[src/rtl/intc_pkg.sv]
package intc_pkg;

  localparam int WORD_AW  = 4;
  localparam int NPATH    = 2;
  localparam int PATH_IRQ = 0;
  localparam int PATH_FIQ = 1;

  // Word indices of the register port
  localparam logic [WORD_AW-1:0] WRD_IRQ_STATUS = 4'd0;
  localparam logic [WORD_AW-1:0] WRD_IRQ_RAW    = 4'd1;
  localparam logic [WORD_AW-1:0] WRD_IRQ_EN_SET = 4'd2;
  localparam logic [WORD_AW-1:0] WRD_IRQ_EN_CLR = 4'd3;
  localparam logic [WORD_AW-1:0] WRD_SWI_SET    = 4'd4;
  localparam logic [WORD_AW-1:0] WRD_SWI_CLR    = 4'd5;
  localparam logic [WORD_AW-1:0] WRD_FIQ_STATUS = 4'd8;
  localparam logic [WORD_AW-1:0] WRD_FIQ_RAW    = 4'd9;
  localparam logic [WORD_AW-1:0] WRD_FIQ_EN_SET = 4'd10;
  localparam logic [WORD_AW-1:0] WRD_FIQ_EN_CLR = 4'd11;

  // Decoded events of one register access
  typedef struct packed {
    logic [NPATH-1:0] en_set;
    logic [NPATH-1:0] en_clr;
    logic             swi_set;
    logic             swi_clr;
    logic             rd_ok;
    logic             bad;
  } access_t;

  function automatic logic word_readable(input logic [WORD_AW-1:0] w);
    case (w)
      WRD_IRQ_STATUS, WRD_IRQ_RAW, WRD_IRQ_EN_SET, WRD_SWI_SET,
      WRD_FIQ_STATUS, WRD_FIQ_RAW, WRD_FIQ_EN_SET: return 1'b1;
      default: return 1'b0;
    endcase
  endfunction

  function automatic logic word_writable(input logic [WORD_AW-1:0] w);
    case (w)
      WRD_IRQ_EN_SET, WRD_IRQ_EN_CLR, WRD_SWI_SET, WRD_SWI_CLR,
      WRD_FIQ_EN_SET, WRD_FIQ_EN_CLR: return 1'b1;
      default: return 1'b0;
    endcase
  endfunction

endpackage

[src/rtl/intc_access_decode.sv]
module intc_access_decode
  import intc_pkg::*;
(
  input  logic               sel_i,
  input  logic               wr_i,
  input  logic [WORD_AW-1:0] word_i,
  input  logic               wbit0_i,
  output access_t            acc_o
);

  always_comb begin
    acc_o = '0;
    if (sel_i) begin
      if (wr_i) begin
        if (!word_writable(word_i)) begin
          acc_o.bad = 1'b1;
        end else begin
          case (word_i)
            WRD_IRQ_EN_SET: acc_o.en_set[PATH_IRQ] = 1'b1;
            WRD_IRQ_EN_CLR: acc_o.en_clr[PATH_IRQ] = 1'b1;
            WRD_FIQ_EN_SET: acc_o.en_set[PATH_FIQ] = 1'b1;
            WRD_FIQ_EN_CLR: acc_o.en_clr[PATH_FIQ] = 1'b1;
            WRD_SWI_SET:    acc_o.swi_set = wbit0_i;
            WRD_SWI_CLR:    acc_o.swi_clr = wbit0_i;
            default:        ;
          endcase
        end
      end else begin
        acc_o.rd_ok = word_readable(word_i);
        acc_o.bad   = !word_readable(word_i);
      end
    end
  end

endmodule

[src/rtl/intc_out_path.sv]
module intc_out_path #(
  parameter int W = 32
) (
  input  logic         clk,
  input  logic         rst_n,
  input  logic [W-1:0] pending_i,
  input  logic         set_i,
  input  logic         clr_i,
  input  logic [W-1:0] wdata_i,
  output logic [W-1:0] mask_o,
  output logic         line_o
);

  function automatic logic [W-1:0] next_mask(input logic [W-1:0] cur,
                                             input logic set, input logic clr,
                                             input logic [W-1:0] d);
    if (set)      return cur | d;
    else if (clr) return cur & ~d;
    else          return cur;
  endfunction

  function automatic logic any_masked(input logic [W-1:0] p, input logic [W-1:0] m);
    return |(p & m);
  endfunction

  logic [W-1:0] mask_q;
  logic         line_q;

  always_ff @(posedge clk or negedge rst_n) begin
    if (!rst_n) mask_q <= '0;
    else        mask_q <= next_mask(mask_q, set_i, clr_i, wdata_i);
  end

  always_ff @(posedge clk or negedge rst_n) begin
    if (!rst_n) line_q <= 1'b0;
    else        line_q <= any_masked(pending_i, mask_q);
  end

  assign mask_o = mask_q;
  assign line_o = line_q;

endmodule

[src/rtl/intc_rsp_stage.sv]
module intc_rsp_stage
  import intc_pkg::*;
#(
  parameter int W = 32
) (
  input  logic               clk,
  input  logic               rst_n,
  input  logic               rd_i,
  input  access_t            acc_i,
  input  logic [WORD_AW-1:0] word_i,
  input  logic [W-1:0]       pending_i,
  input  logic [W-1:0]       irq_mask_i,
  input  logic [W-1:0]       fiq_mask_i,
  output logic [W-1:0]       rdata_o,
  output logic               rvalid_o,
  output logic               err_o
);

  function automatic logic [W-1:0] read_value(input logic [WORD_AW-1:0] w,
                                              input logic [W-1:0] p,
                                              input logic [W-1:0] im,
                                              input logic [W-1:0] fm);
    logic [W-1:0] v;
    v = '0;
    case (w)
      WRD_IRQ_STATUS: v = p & im;
      WRD_IRQ_RAW,
      WRD_FIQ_RAW:    v = p;
      WRD_IRQ_EN_SET: v = im;
      WRD_SWI_SET:    v[0] = p[0];
      WRD_FIQ_STATUS: v = p & fm;
      WRD_FIQ_EN_SET: v = fm;
      default:        v = '0;
    endcase
    return v;
  endfunction

  always_ff @(posedge clk or negedge rst_n) begin
    if (!rst_n) begin
      rdata_o  <= '0;
      rvalid_o <= 1'b0;
      err_o    <= 1'b0;
    end else begin
      rdata_o  <= acc_i.rd_ok ? read_value(word_i, pending_i, irq_mask_i, fiq_mask_i) : '0;
      rvalid_o <= rd_i;
      err_o    <= acc_i.bad;
    end
  end

endmodule

[src/rtl/dual_level_intc.sv]
module dual_level_intc
  import intc_pkg::*;
#(
  parameter int NSRC = 32
) (
  input  logic               clk,
  input  logic               rst_n,
  input  logic [NSRC-1:0]    src_i,
  input  logic               bus_sel_i,
  input  logic               bus_wr_i,
  input  logic [WORD_AW-1:0] bus_word_i,
  input  logic [NSRC-1:0]    bus_wdata_i,
  output logic [NSRC-1:0]    bus_rdata_o,
  output logic               bus_rvalid_o,
  output logic               bus_err_o,
  output logic               irq_o,
  output logic               fiq_o
);

  access_t       acc;
  logic          swi_q;
  logic [NSRC-1:0] pending;
  logic [NSRC-1:0] mask_w [NPATH];
  logic [NPATH-1:0] line_w;

  // Named internal events for the checker
  logic [NSRC-1:0] irq_mask;
  logic [NSRC-1:0] fiq_mask;
  logic            irq_set_ev, irq_clr_ev, fiq_set_ev, fiq_clr_ev;

  intc_access_decode u_dec (
    .sel_i   (bus_sel_i),
    .wr_i    (bus_wr_i),
    .word_i  (bus_word_i),
    .wbit0_i (bus_wdata_i[0]),
    .acc_o   (acc)
  );

  // Software latch driving source 0
  always_ff @(posedge clk or negedge rst_n) begin
    if (!rst_n)           swi_q <= 1'b0;
    else if (acc.swi_set) swi_q <= 1'b1;
    else if (acc.swi_clr) swi_q <= 1'b0;
  end

  always_comb begin
    pending    = src_i;
    pending[0] = src_i[0] | swi_q;
  end

  for (genvar p = 0; p < NPATH; p++) begin : g_path
    intc_out_path #(.W(NSRC)) u_path (
      .clk       (clk),
      .rst_n     (rst_n),
      .pending_i (pending),
      .set_i     (acc.en_set[p]),
      .clr_i     (acc.en_clr[p]),
      .wdata_i   (bus_wdata_i),
      .mask_o    (mask_w[p]),
      .line_o    (line_w[p])
    );
  end

  assign irq_mask   = mask_w[PATH_IRQ];
  assign fiq_mask   = mask_w[PATH_FIQ];
  assign irq_set_ev = acc.en_set[PATH_IRQ];
  assign irq_clr_ev = acc.en_clr[PATH_IRQ];
  assign fiq_set_ev = acc.en_set[PATH_FIQ];
  assign fiq_clr_ev = acc.en_clr[PATH_FIQ];
  assign irq_o      = line_w[PATH_IRQ];
  assign fiq_o      = line_w[PATH_FIQ];

  intc_rsp_stage #(.W(NSRC)) u_rsp (
    .clk        (clk),
    .rst_n      (rst_n),
    .rd_i       (bus_sel_i & ~bus_wr_i),
    .acc_i      (acc),
    .word_i     (bus_word_i),
    .pending_i  (pending),
    .irq_mask_i (irq_mask),
    .fiq_mask_i (fiq_mask),
    .rdata_o    (bus_rdata_o),
    .rvalid_o   (bus_rvalid_o),
    .err_o      (bus_err_o)
  );

endmodule

[config.mk]
export PLATFORM = sky130hd
export DESIGN_NAME = dual_level_intc
export DESIGN_NICKNAME = d
export VERILOG_FILES = /design/src/rtl/intc_pkg.sv /design/src/rtl/intc_access_decode.sv /design/src/rtl/intc_out_path.sv /design/src/rtl/intc_rsp_stage.sv /design/src/rtl/dual_level_intc.sv
export SDC_FILE = /design/constraint.sdc
export NUM_CORES = 1
export LEC_CHECK = 0
export ABC_AREA = 0
export BUFFER_PORTS_ARGS = -buffer_cell sky130_fd_sc_hd__buf_2
export CORE_MARGIN = 2
export CORE_UTILIZATION = 25
export CTS_CLUSTER_SIZE = 20
export DETAILED_ROUTE_END_ITERATION = 16
export PLACE_DENSITY = 0.49
export SLEW_MARGIN = 20
export SYNTH_ARGS = -nofsm -noshare
export SYNTH_HDL_FRONTEND = slang
export SYNTH_SLANG_ARGS = --single-unit
[constraint.sdc]
create_clock -name clk -period 2 [get_ports clk]
set_clock_uncertainty 0.2 [all_clocks]
set_input_delay 0.4 -clock clk [delete_from_list [all_inputs] [get_ports clk]]
set_output_delay 0.4 -clock clk [all_outputs]
set_load 0.02 [all_outputs]
# Word level (Yosys, flattened, before mapping)
# Index checks and enable logic that the tools add are counted.
# word_totals
reg_bits,101
out_inout_bits,36
wordCells,65
input_bits,72
# classes
n_eq_ne,9
mux,27
n_bitwise,10
reduce_logical,11
# op_table
op,n
two-way mux 32 bit,5
case mux 31 bit (5 select lines),1
bitwise AND 32 bit,4
bitwise OR 32 bit,2
OR reduction 32 bit,2
NOT 32 bit,1
two-way mux 1 bit,17
equality test 4 bit (second input constant),4
two-way mux 6 bit,2
equality test 4 x 2 -> 1 bit (second input constant),2
equality test 4 x 3 -> 1 bit (second input constant),2
two-way mux 8 bit,1
OR reduction 7 bit,1
nonzero test 2 bit,3
OR reduction 6 bit,1
case mux 1 bit (5 select lines),1
equality test 4 x 1 -> 1 bit (second input constant),1
logical NOT 4 bit,1
OR reduction 3 bit,1
OR reduction 2 bit,1
bitwise AND 1 bit,1
logical NOT 1 bit,1
NOT 1 bit,1
bitwise OR 1 bit,1

# Logic depth before layout (Yosys ltp)
# Gate-level depths: netlist (run 1).
# logic_depth
word_depth,10
ltp_mapped,7
depth_no_buf,4

# Hierarchy
# Synthesis (run 1) repeated with hierarchy kept, for this count alone.
# unflattened
cells_unflattened,462
area_unflattened_um2,4769.6
# modules_own_cells
module,seq_area_each_um2,instances,area_each_um2,cells_per_inst
intc_out_path,825.8,2,1412.6,124
intc_rsp_stage,850.8,1,1784.2,188
intc_access_decode,0.0,1,111.4,21
dual_level_intc,25.0,1,48.8,5

# Worst setup path before layout (run 1)
# OpenSTA, ideal clock, no wires.
# synth_timing
path_type,input -> register
start,input port bus_word_i[3]
end,register (tool-made name)
stages,5
setup_time_ns,0.141
required_time_ns,1.659
n_path_buf,2
setup_slack_ns,0.280
arrival_ns,1.379
cell_sequence,buf_2 > nand2_1 > nor3_2 > clkbuf_1 > a31oi_1
# synth_lines
element,line_no,source
start: declaration,dual_level_intc.sv:11,"input logic [WORD_AW-1:0] bus_word_i,"

==> results of run 1 <==
synth_stat cells, drive strengths merged, types with 2 or more instances:
library cell / n
dfrtp: 101
a31oi: 65
a21oi: 63
clkbuf: 25
a221oi: 24
nor3: 22
a22oi: 20
a211oi: 19
nand2: 19
nor2b: 18
buf: 15
nor2: 13
inv: 7
mux2: 7
o22ai: 7
a22o: 5
mux2i: 5
nand4: 5
nor4: 5
o21ai: 5
a21o: 4
o2111ai: 4
a222oi: 2
nand3: 2
routing by layer:
| metal | global-route usage | up-vias | routed length (um) |
|---|---|---|---|
| li1 | - | 2083 | - |
| met1 | 0.243 | 2215 | 7870 |
| met2 | 0.268 | 183 | 8000 |
| met3 | 0.0363 | 21 | 1170 |
| met4 | 0.0631 | 0 | 359 |
| met5 | 0 | - | 0 |
final cells by class:
type / count / area (um2)
Clock buffer: 10 / 239
Sequential cell: 101 / 2530
Multi-Input combinational cell: 323 / 2080
Tap cell: 234 / 293
Inverter: 7 / 26.3
Fill cell: 1949 / 12600
Timing Repair Buffer: 143 / 936
Clock inverter: 6 / 93.8
logic make-up (layout without fill, tap and decap cells):
group / after synthesis / after routing / share of synthesized area
mux: 12 / 12 / 0.0269
simple gates: 89 / 89 / 0.102
flops: 101 / 101 / 0.527
compound gates: 222 / 222 / 0.303
buf+inv: 47 / 166 / 0.0410
through the flow:
step                TNS, ps  instances
finish                    0        824
global route              0        824
CTS                       0        824
detailed placement    -40.5        807
global placement      -73.7        807
floorplan                 0        471
cells in the final DEF (no fill, tap or decap), drive strengths merged:
| cell | netlist | layout |
|---|---|---|
| o22ai | 7 | 7 |
| a221oi | 24 | 24 |
| a211o | 1 | 1 |
| mux2i | 5 | 5 |
| nor3 | 22 | 22 |
| a211oi | 19 | 19 |
| dfrtp | 101 | 101 |
| or3 | 1 | 1 |
| a22oi | 20 | 20 |
| o21bai | 1 | 1 |
| clkinv | 0 | 2 |
| nand2b | 1 | 1 |
| nor2b | 18 | 18 |
| nand3 | 2 | 2 |
| buf | 15 | 142 |
| o2111ai | 4 | 4 |
| nor4 | 5 | 5 |
| inv | 7 | 9 |
| or3b | 1 | 1 |
| a222oi | 2 | 2 |
| a21o | 4 | 4 |
| nand4 | 5 | 5 |
| clkbuf | 25 | 10 |
| o21ai | 5 | 5 |
| dlygate4sd3 | 0 | 1 |
| a22o | 5 | 5 |
| o211ai | 1 | 1 |
| nand3b | 1 | 1 |
| nand2 | 19 | 19 |
| o311ai | 1 | 1 |
| bufinv | 0 | 2 |
| nor2 | 13 | 13 |
| a21oi | 63 | 63 |
| mux2 | 7 | 7 |
| nor3b | 1 | 1 |
| a31oi | 65 | 65 |
repair_timing:
action                                 CTS  global route
endpoints found under the hold margin   13             0
buffers inserted                         0             0
hold buffers                             1             0
setup endpoints to repair                0             0
final timing paths:
path	start	end	slack (ps)	cells past startpoint
worst max register to register	register	g_path[1].u_path.line_o$_DFF_PN0_	110	4
max in group asynchronous	rst_n	u_rsp.rdata_o[13]$_DFF_PN0_	760	3
worst min-delay path	bus_wdata_i[2]	register	60	2
worst max-delay path	register	g_path[1].u_path.line_o$_DFF_PN0_	110	4
worst min register to register	register	g_path[0].u_path.line_o$_DFF_PN0_	360	2
min in group asynchronous	rst_n	g_path[0].u_path.line_o$_DFF_PN0_	270	2
power by group through the flow:
| stage | logic [mW] | clock network, mW | registers (mW) |
|---|---|---|---|
| after floorplan | 0.665 | 0 | 2.64 |
| after global placement | 1.10 | 0 | 2.73 |
| after detailed placement | 1.13 | 0 | 2.73 |
| after CTS | 1.14 | 2.04 | 2.70 |
| after global routing | 1.26 | 2.12 | 2.75 |
| final | 1.13 | 1.99 | 2.70 |
==> impl_metrics.env, run 1 <==
export IMPL_drt_initial_drc_count=507
export IMPL_sw_frac_of_total=0.307
export IMPL_wire_per_inst_um=21.1
export IMPL_clockRootBuffer="clkbuf_16"
export IMPL_dpl_cell_area_mm2=0.00585
export IMPL_port_buffers=107
export IMPL_hold_viol=0
export IMPL_tightest_slew_ps=536
export IMPL_grt_first_pass_wirelength_um=26400
export IMPL_gp_congestion=0.834
export IMPL_numCtsBuffers=9
export IMPL_io_pins=108
export IMPL_min_period_ps=1890
export IMPL_worstSetupStartpointType="register"
export IMPL_cellPowerDensity_mw_per_mm2=940
export IMPL_ys_flop_type="dfrtp_1"
export IMPL_path_buf_inv=0
export IMPL_vias=4502
export IMPL_hp_class="primary input to register"
export IMPL_slew_headroom=0.642
export IMPL_hold_ws_ps=61.9
export IMPL_start_util=0.255
export IMPL_path_cells="a22o_1 > a221oi_1 > nand4_1 > or3_1"
export IMPL_cts_resized=0
export IMPL_internal_power_mw=4.04
export IMPL_die_h_um=142
export IMPL_clock_fmax_mhz=530
export IMPL_yosysWarnings=0
export IMPL_netlist_area_leader_share=0.527
export IMPL_final_cell_area_mm2=0.00620
export IMPL_die_w_um=142
export IMPL_status="complete, no violations"
export IMPL_clk_latency_ps=360
export IMPL_tritoncts="built"
export IMPL_hpwlAfterDp_um=12600
export IMPL_fin_ws_ps=115
export IMPL_grt_pass1_vias=4332
export IMPL_clockBufferDepth=2
export IMPL_p_leak_nw=2.76
export IMPL_fp_row_count=50
export IMPL_pwr_share_seq=0.464
export IMPL_synth_edf_count=0
export IMPL_viasPerCell=5.46
export IMPL_utilization=0.330
export IMPL_rsz0062_at_grt="no"
export IMPL_core_area_mm2=0.0188
export IMPL_timing_final_crit_share=0.943
export IMPL_synth_cells=471
export IMPL_path_clk_slew_ps=80
export IMPL_synth_area_leader_cell="dfrtp_1"
export IMPL_p_comb_frac=0.194
export IMPL_p_clk_frac=0.342
export IMPL_ys_seq_area_frac=0.527
export IMPL_crit_path_max_fanout=2
export IMPL_end_kind="register"
export IMPL_synthArstFlopShare=1.00
export IMPL_first_pass_iters=5
export IMPL_p_total_mw=5.83
export IMPL_pre_cts_slack_ps=-40.5
export IMPL_finalSetupViolations=0
export IMPL_arrival_ps=1930
export IMPL_n_antenna_cell=0
export IMPL_ys_top_cells_by_area="dfrtp_1 (53%), a31oi_1 (8.5%), a21oi_1 (6.6%)"
export IMPL_area_delta_synth_final_pct=29.3
export IMPL_final_antenna_net_count=0
export IMPL_synth_area_mm2=0.00479
export IMPL_ys_seq_elements=101
export IMPL_drc_errors=0
export IMPL_vdd_drop_max_mv=0.400
export IMPL_syn_avg_cell_area_um2=10.2
export IMPL_htreeDepth=3
export IMPL_routed_wl_um=17400
export IMPL_antenna_found_initial=0
export IMPL_grt_overflow=0
export IMPL_nets=657
export IMPL_critPathMaxStageDelay_ps=430
export IMPL_required_ps=2050
export IMPL_drive_gt1_frac=0.288
export IMPL_grt_max_degree=57
export IMPL_die_area_mm2=0.0203
export IMPL_cts_sinks=101
export IMPL_grt_usage=0.174
export IMPL_synthesis_nets=543
export IMPL_path_class="register to register"
export IMPL_slew_violations=0
export IMPL_crit_family="simple AND/OR/NAND/NOR gates"
export IMPL_p_sw_mw=1.79
export IMPL_maxCapViolations=0
export IMPL_ys_types=38
export IMPL_slowest_stage="dfrtp_1"
No activity file was read; power rests on OpenSTA's default activity.
==> run 2, diff against run 1 <==
--- a/config.mk
+++ b/config.mk
@@ -7,10 +7,12 @@
 export LEC_CHECK = 0
 export ABC_AREA = 0
 export BUFFER_PORTS_ARGS = -buffer_cell sky130_fd_sc_hd__buf_2
+export CORE_ASPECT_RATIO = 1.2
 export CORE_MARGIN = 2
 export CORE_UTILIZATION = 25
 export CTS_CLUSTER_SIZE = 20
 export DETAILED_ROUTE_END_ITERATION = 16
+export GPL_ROUTABILITY_DRIVEN = 0
 export PLACE_DENSITY = 0.49
 export SLEW_MARGIN = 20
 export SYNTH_ARGS = -nofsm -noshare
==> impl_metrics.env, run 2 (synthesized netlist as in run 1, its figures left out) <==
export IMPL_hold_ws_ps=79.9
export IMPL_hold_viol=0
export IMPL_drc_errors=0
export IMPL_die_area_mm2=0.0203
export IMPL_busiest_layer="met2"
export IMPL_required_ps=2010
export IMPL_status="complete, no violations"
export IMPL_antenna_found_initial=1
export IMPL_post_cts_buffers=0
export IMPL_die_h_um=156
export IMPL_reg2regPathDepth=4
export IMPL_slowest_stage="dfrtp_1"
export IMPL_crit_family="simple AND/OR/NAND/NOR gates"
export IMPL_grt_max_degree=57
export IMPL_io_pins=108
export IMPL_wire_per_inst_um=20.5
export IMPL_min_from="bus_wdata_i[21]"
export IMPL_n_antenna_cell=0
export IMPL_final_cells=831
export IMPL_drt_initial_drc_count=394
export IMPL_first_pass_iters=5
export IMPL_clk_latency_ps=340
export IMPL_fp_row_count=55
export IMPL_setup_tns_final_ps=0
export IMPL_area_delta_synth_final_pct=26.7
export IMPL_critPathMaxStageDelay_ps=420
export IMPL_cts_hold_repair_buffers=1
export IMPL_start_util=0.254
export IMPL_min_path_cells=2
export IMPL_numCtsBuffers=9
export IMPL_nets=643
export IMPL_final_antenna_net_count=0
export IMPL_hp_class="primary input to register"
export IMPL_dpl_cell_area_mm2=0.00575
export IMPL_tritoncts="built"
export IMPL_htreeDepth=3
export IMPL_path_clk_slew_ps=70
export IMPL_path_cells="o21ai_0 > nand3_1 > nor4_1 > nand2_1"
export IMPL_rsz0062_at_grt="no"
export IMPL_grt_first_pass_wirelength_um=25800
export IMPL_grt_use_met3=0.0333
export IMPL_maxCapViolations=0
export IMPL_cellPowerDensity_mw_per_mm2=939
export IMPL_met2_usage=0.270
export IMPL_fin_ws_ps=197
export IMPL_finalSetupViolations=0
export IMPL_vdd_drop_max_mv=0.419
export IMPL_placed_cells=815
export IMPL_arrival_ps=1810
export IMPL_r2r_start="swi_q$_DFFE_PN0P_"
export IMPL_drive_gt1_frac=0.268
export IMPL_vias=4444
export IMPL_p_total_mw=5.71
export IMPL_worstReg2RegEnd="g_path[0].u_path.line_o$_DFF_PN0_"
export IMPL_grt_pass1_vias=4352
export IMPL_final_cell_area_mm2=0.00608
export IMPL_slew_headroom=0.667
export IMPL_pre_cts_slack_ps=-53.3
export IMPL_cts_sinks=101
export IMPL_mostFrequentLayoutCells="buf_2 (106), dfrtp_1 (101), a31oi_1 (65)"
export IMPL_grt_usage=0.170
export IMPL_viasPerCell=5.35
export IMPL_routed_wl_um=17000
export IMPL_port_buffers=107
export IMPL_end_kind="register"
export IMPL_core_area_mm2=0.0189
export IMPL_timing_final_crit_share=0.902
export IMPL_crit_path_max_fanout=5
export IMPL_p_leak_nw=2.67
export IMPL_slew_violations=0
export IMPL_cts_resized=0
export IMPL_final_common_cell="buf_2"
export IMPL_utilization=0.322
export IMPL_die_w_um=130
export IMPL_grt_overflow=0
export IMPL_reg2reg_slack_ps=200
export IMPL_hpwlAfterDp_um=12600
export IMPL_tightest_slew_ps=498
export IMPL_clockBufferDepth=2
export IMPL_path_buf_inv=0
export IMPL_clockRootBuffer="clkbuf_16"
export IMPL_clock_fmax_mhz=555
export IMPL_met1_usage=0.229
export IMPL_path_class="register to register"
export IMPL_worstSetupStartpointType="register"
export IMPL_min_period_ps=1800
[run 2: how the worst max path moves through the flow]
stage	startpoint	to	slack, ps	cells after the start
final	swi_q$_DFFE_PN0P_	g_path[0].u_path.line_o$_DFF_PN0_	200	4
after global routing	swi_q$_DFFE_PN0P_	g_path[0].u_path.line_o$_DFF_PN0_	130	4
after CTS	swi_q$_DFFE_PN0P_	g_path[0].u_path.line_o$_DFF_PN0_	210	4
after detailed placement	bus_word_i[1]	u_rsp.rdata_o[3]$_DFF_PN0_	-50	7
after global placement	bus_word_i[1]	u_rsp.rdata_o[3]$_DFF_PN0_	20	7
after floorplan	bus_word_i[3]	register	280	5
[run 2: layout make-up]
| type | count | area [um2] |
|---|---|---|
| Fill cell | 2016 | 12800 |
| Clock buffer | 11 | 243 |
| Clock inverter | 4 | 72.6 |
| Tap cell | 256 | 320 |
| Timing Repair Buffer | 129 | 806 |
| Inverter | 7 | 26.3 |
| Sequential cell | 101 | 2530 |
| Multi-Input combinational cell | 323 | 2080 |
[run 2: power by group]
| group | switching [mW] | internal [mW] |
|---|---|---|
| sequential | 0.382 | 2.37 |
| combinational | 0.579 | 0.499 |
| clock | 0.757 | 1.12 |
[run 2: per-layer routing]
metal,up-vias,share of wire
met5,-,0.00041
met2,181,0.47
li1,2054,-
met4,2,0.029
met1,2174,0.43
met3,33,0.067
==> run 3, diff against run 2 <==
--- a/config.mk
+++ b/config.mk
@@ -13,8 +13,10 @@
 export CTS_CLUSTER_SIZE = 20
 export DETAILED_ROUTE_END_ITERATION = 16
 export GPL_ROUTABILITY_DRIVEN = 0
+export HOLD_SLACK_MARGIN = 0.02
 export PLACE_DENSITY = 0.49
 export SLEW_MARGIN = 20
 export SYNTH_ARGS = -nofsm -noshare
 export SYNTH_HDL_FRONTEND = slang
+export SYNTH_HIERARCHICAL = 1
 export SYNTH_SLANG_ARGS = --single-unit
==> impl_metrics.env, run 3 <==
export IMPL_antenna_found_initial=3
export IMPL_regArea_mm2=0.00253
export IMPL_final_common_cell="buf_2"
export IMPL_timing_final_crit_share=0.981
export IMPL_tritoncts="built"
export IMPL_hp_class="primary input to register"
export IMPL_first_pass_iters=5
export IMPL_io_pins=108
export IMPL_slew_headroom=0.718
export IMPL_maxCapViolations=0
export IMPL_grt_max_degree=40
export IMPL_nets=649
export IMPL_netlist_area_leader_share=0.530
export IMPL_final_antenna_net_count=0
export IMPL_slew_violations=0
export IMPL_numCtsBuffers=9
export IMPL_status="complete, no violations"
export IMPL_die_area_mm2=0.0202
export IMPL_area_delta_synth_final_pct=28.9
export IMPL_tightest_slew_ps=423
export IMPL_port_buffers=107
export IMPL_grt_first_pass_wirelength_um=25800
export IMPL_synthArstFlopShare=1.00
export IMPL_die_h_um=155
export IMPL_fp_row_count=55
export IMPL_crit_path_max_fanout=3
export IMPL_drt_initial_drc_count=441
export IMPL_reg2reg_slack_ps=40
export IMPL_end_kind="register"
export IMPL_core_area_mm2=0.0188
export IMPL_clockRootBuffer="clkbuf_16"
export IMPL_synth_area_leader_cell="dfrtp_1"
export IMPL_vdd_drop_max_mv=0.462
export IMPL_drive_gt1_frac=0.294
export IMPL_hpwlAfterDp_um=11400
export IMPL_grt_pass1_vias=4377
export IMPL_clock_fmax_mhz=510
export IMPL_ys_top_cells_by_area="dfrtp_1 (53%), a22o_1 (11%), a32oi_1 (5.7%)"
export IMPL_required_ps=2010
export IMPL_synthTopCellsByCount="dfrtp_1 (101), nand2_1 (66), nor2_1 (65), a22o_1 (62), a21o_1 (32)"
export IMPL_routed_wl_um=16400
export IMPL_htreeDepth=3
export IMPL_arrival_ps=1970
export IMPL_ys_types=34
export IMPL_worstSetupStartpointType="register"
export IMPL_finalSetupViolations=0
export IMPL_min_period_ps=1960
export IMPL_clockBufferDepth=2
export IMPL_ys_seq_area_frac=0.530
export IMPL_setup_tns_final_ps=0
export IMPL_cts_sinks=101
export IMPL_path_class="register to register"
export IMPL_start_util=0.254
export IMPL_synth_most_common_cell="dfrtp_1"
export IMPL_yosysWarnings=6
export IMPL_multi_input_area_mm2=0.00210
export IMPL_synth_cells=462
export IMPL_hold_viol=0
export IMPL_wire_per_inst_um=19.6
export IMPL_drc_errors=0
export IMPL_mostFrequentLayoutCells="buf_2 (106), dfrtp_1 (101), nand2_1 (66)"
export IMPL_clk_latency_ps=340
export IMPL_ys_seq_elements=101
export IMPL_die_w_um=130
export IMPL_fill_cells=1966
export IMPL_viasPerCell=5.05
export IMPL_hold_ws_ps=101
export IMPL_synth_edf_count=0
export IMPL_p_leak_nw=2.92
export IMPL_syn_avg_cell_area_um2=10.3
export IMPL_cellPowerDensity_mw_per_mm2=864
export IMPL_rsz0062_at_grt="yes"
export IMPL_utilization=0.327
export IMPL_vias=4241
export IMPL_synthesis_nets=534
export IMPL_synth_area_mm2=0.00477
export IMPL_path_clk_slew_ps=70
export IMPL_grt_overflow=0
export IMPL_grt_usage=0.169
export IMPL_ys_flop_type="dfrtp_1"
[run 3: cell type report]
| cell class | count | area share |
|---|---|---|
| clock buffers | 9 | 0.0366 |
| repair buffers | 137 | 0.141 |
| flip-flops and latches | 101 | 0.411 |
| diodes | 1 | 0.000407 |
| inverters | 4 | 0.00244 |
| clock inverters | 7 | 0.0147 |
| multi-input cells | 324 | 0.342 |
| well taps | 256 | 0.0521 |
[run 3: critical path: stages, from the launching register on]
cell and delay (ps):
dfrtp_1 380, or2_4 260, a22oi_2 240, nand4_1 180, or4_4 580
[run 3: layer usage]
metal | track usage | wire length [um]
met5 | 0 | 24
met4 | 0.0481 | 194
met3 | 0.0337 | 900
met2 | 0.284 | 8310
met1 | 0.219 | 6990
[run 3: stage by stage]
step / total power, mW / worst slack (ps) / cell area (um2) / instances
floorplan: 3.02 / 55.5 / 4770 / 462
global placement: 3.44 / -246 / 5800 / 821
detailed placement: 3.47 / -220 / 5800 / 821
CTS: 5.37 / 1.63 / 6140 / 838
global route: 5.58 / -26.9 / 6140 / 838
finish: 5.31 / 38.1 / 6150 / 839
[run 3: timing repair]
| action | 4_1_cts | 5_1_grt |
|---|---|---|
| endpoints found under the hold margin | 27 | 0 |
| gates resized for setup | 3 | 2 |
| pin swaps | 2 | 4 |
| buffers inserted | 0 | 1 |
| endpoints found under the setup margin | 2 | 3 |
| hold buffers | 1 | 0 |
[run 3: cells by family (layout without fill, tap and decap cells)]
logic type | after synthesis | after routing | share of synthesized area
other | 0 | 1 | 0
AO/OA/AOI/OAI | 166 | 166 | 0.290
flip-flops | 101 | 101 | 0.530
buffers and inverters | 37 | 157 | 0.0378
AND/OR/NAND/NOR | 158 | 158 | 0.142
[run 3: final timing paths]
path | from | to | cells past startpoint
max in group asynchronous | rst_n | u_rsp/rdata_o[23]$_DFF_PN0_ | 3
min | bus_wr_i | u_rsp/rvalid_o$_DFF_PN0_ | 2
min reg2reg | register | register | 1
max reg2reg | swi_q$_DFFE_PN0P_ | g_path[0].u_path/line_o$_DFF_PN0_ | 4
max | swi_q$_DFFE_PN0P_ | g_path[0].u_path/line_o$_DFF_PN0_ | 4
min in group asynchronous | rst_n | u_rsp/rdata_o[22]$_DFF_PN0_ | 2
[run 3: where the power goes]
part	switching [mW]	internal, mW	total, mW
registers	0.244	2.31	2.56
logic	0.439	0.445	0.884
clock network	0.780	1.09	1.87
total	1.46	3.85	5.31
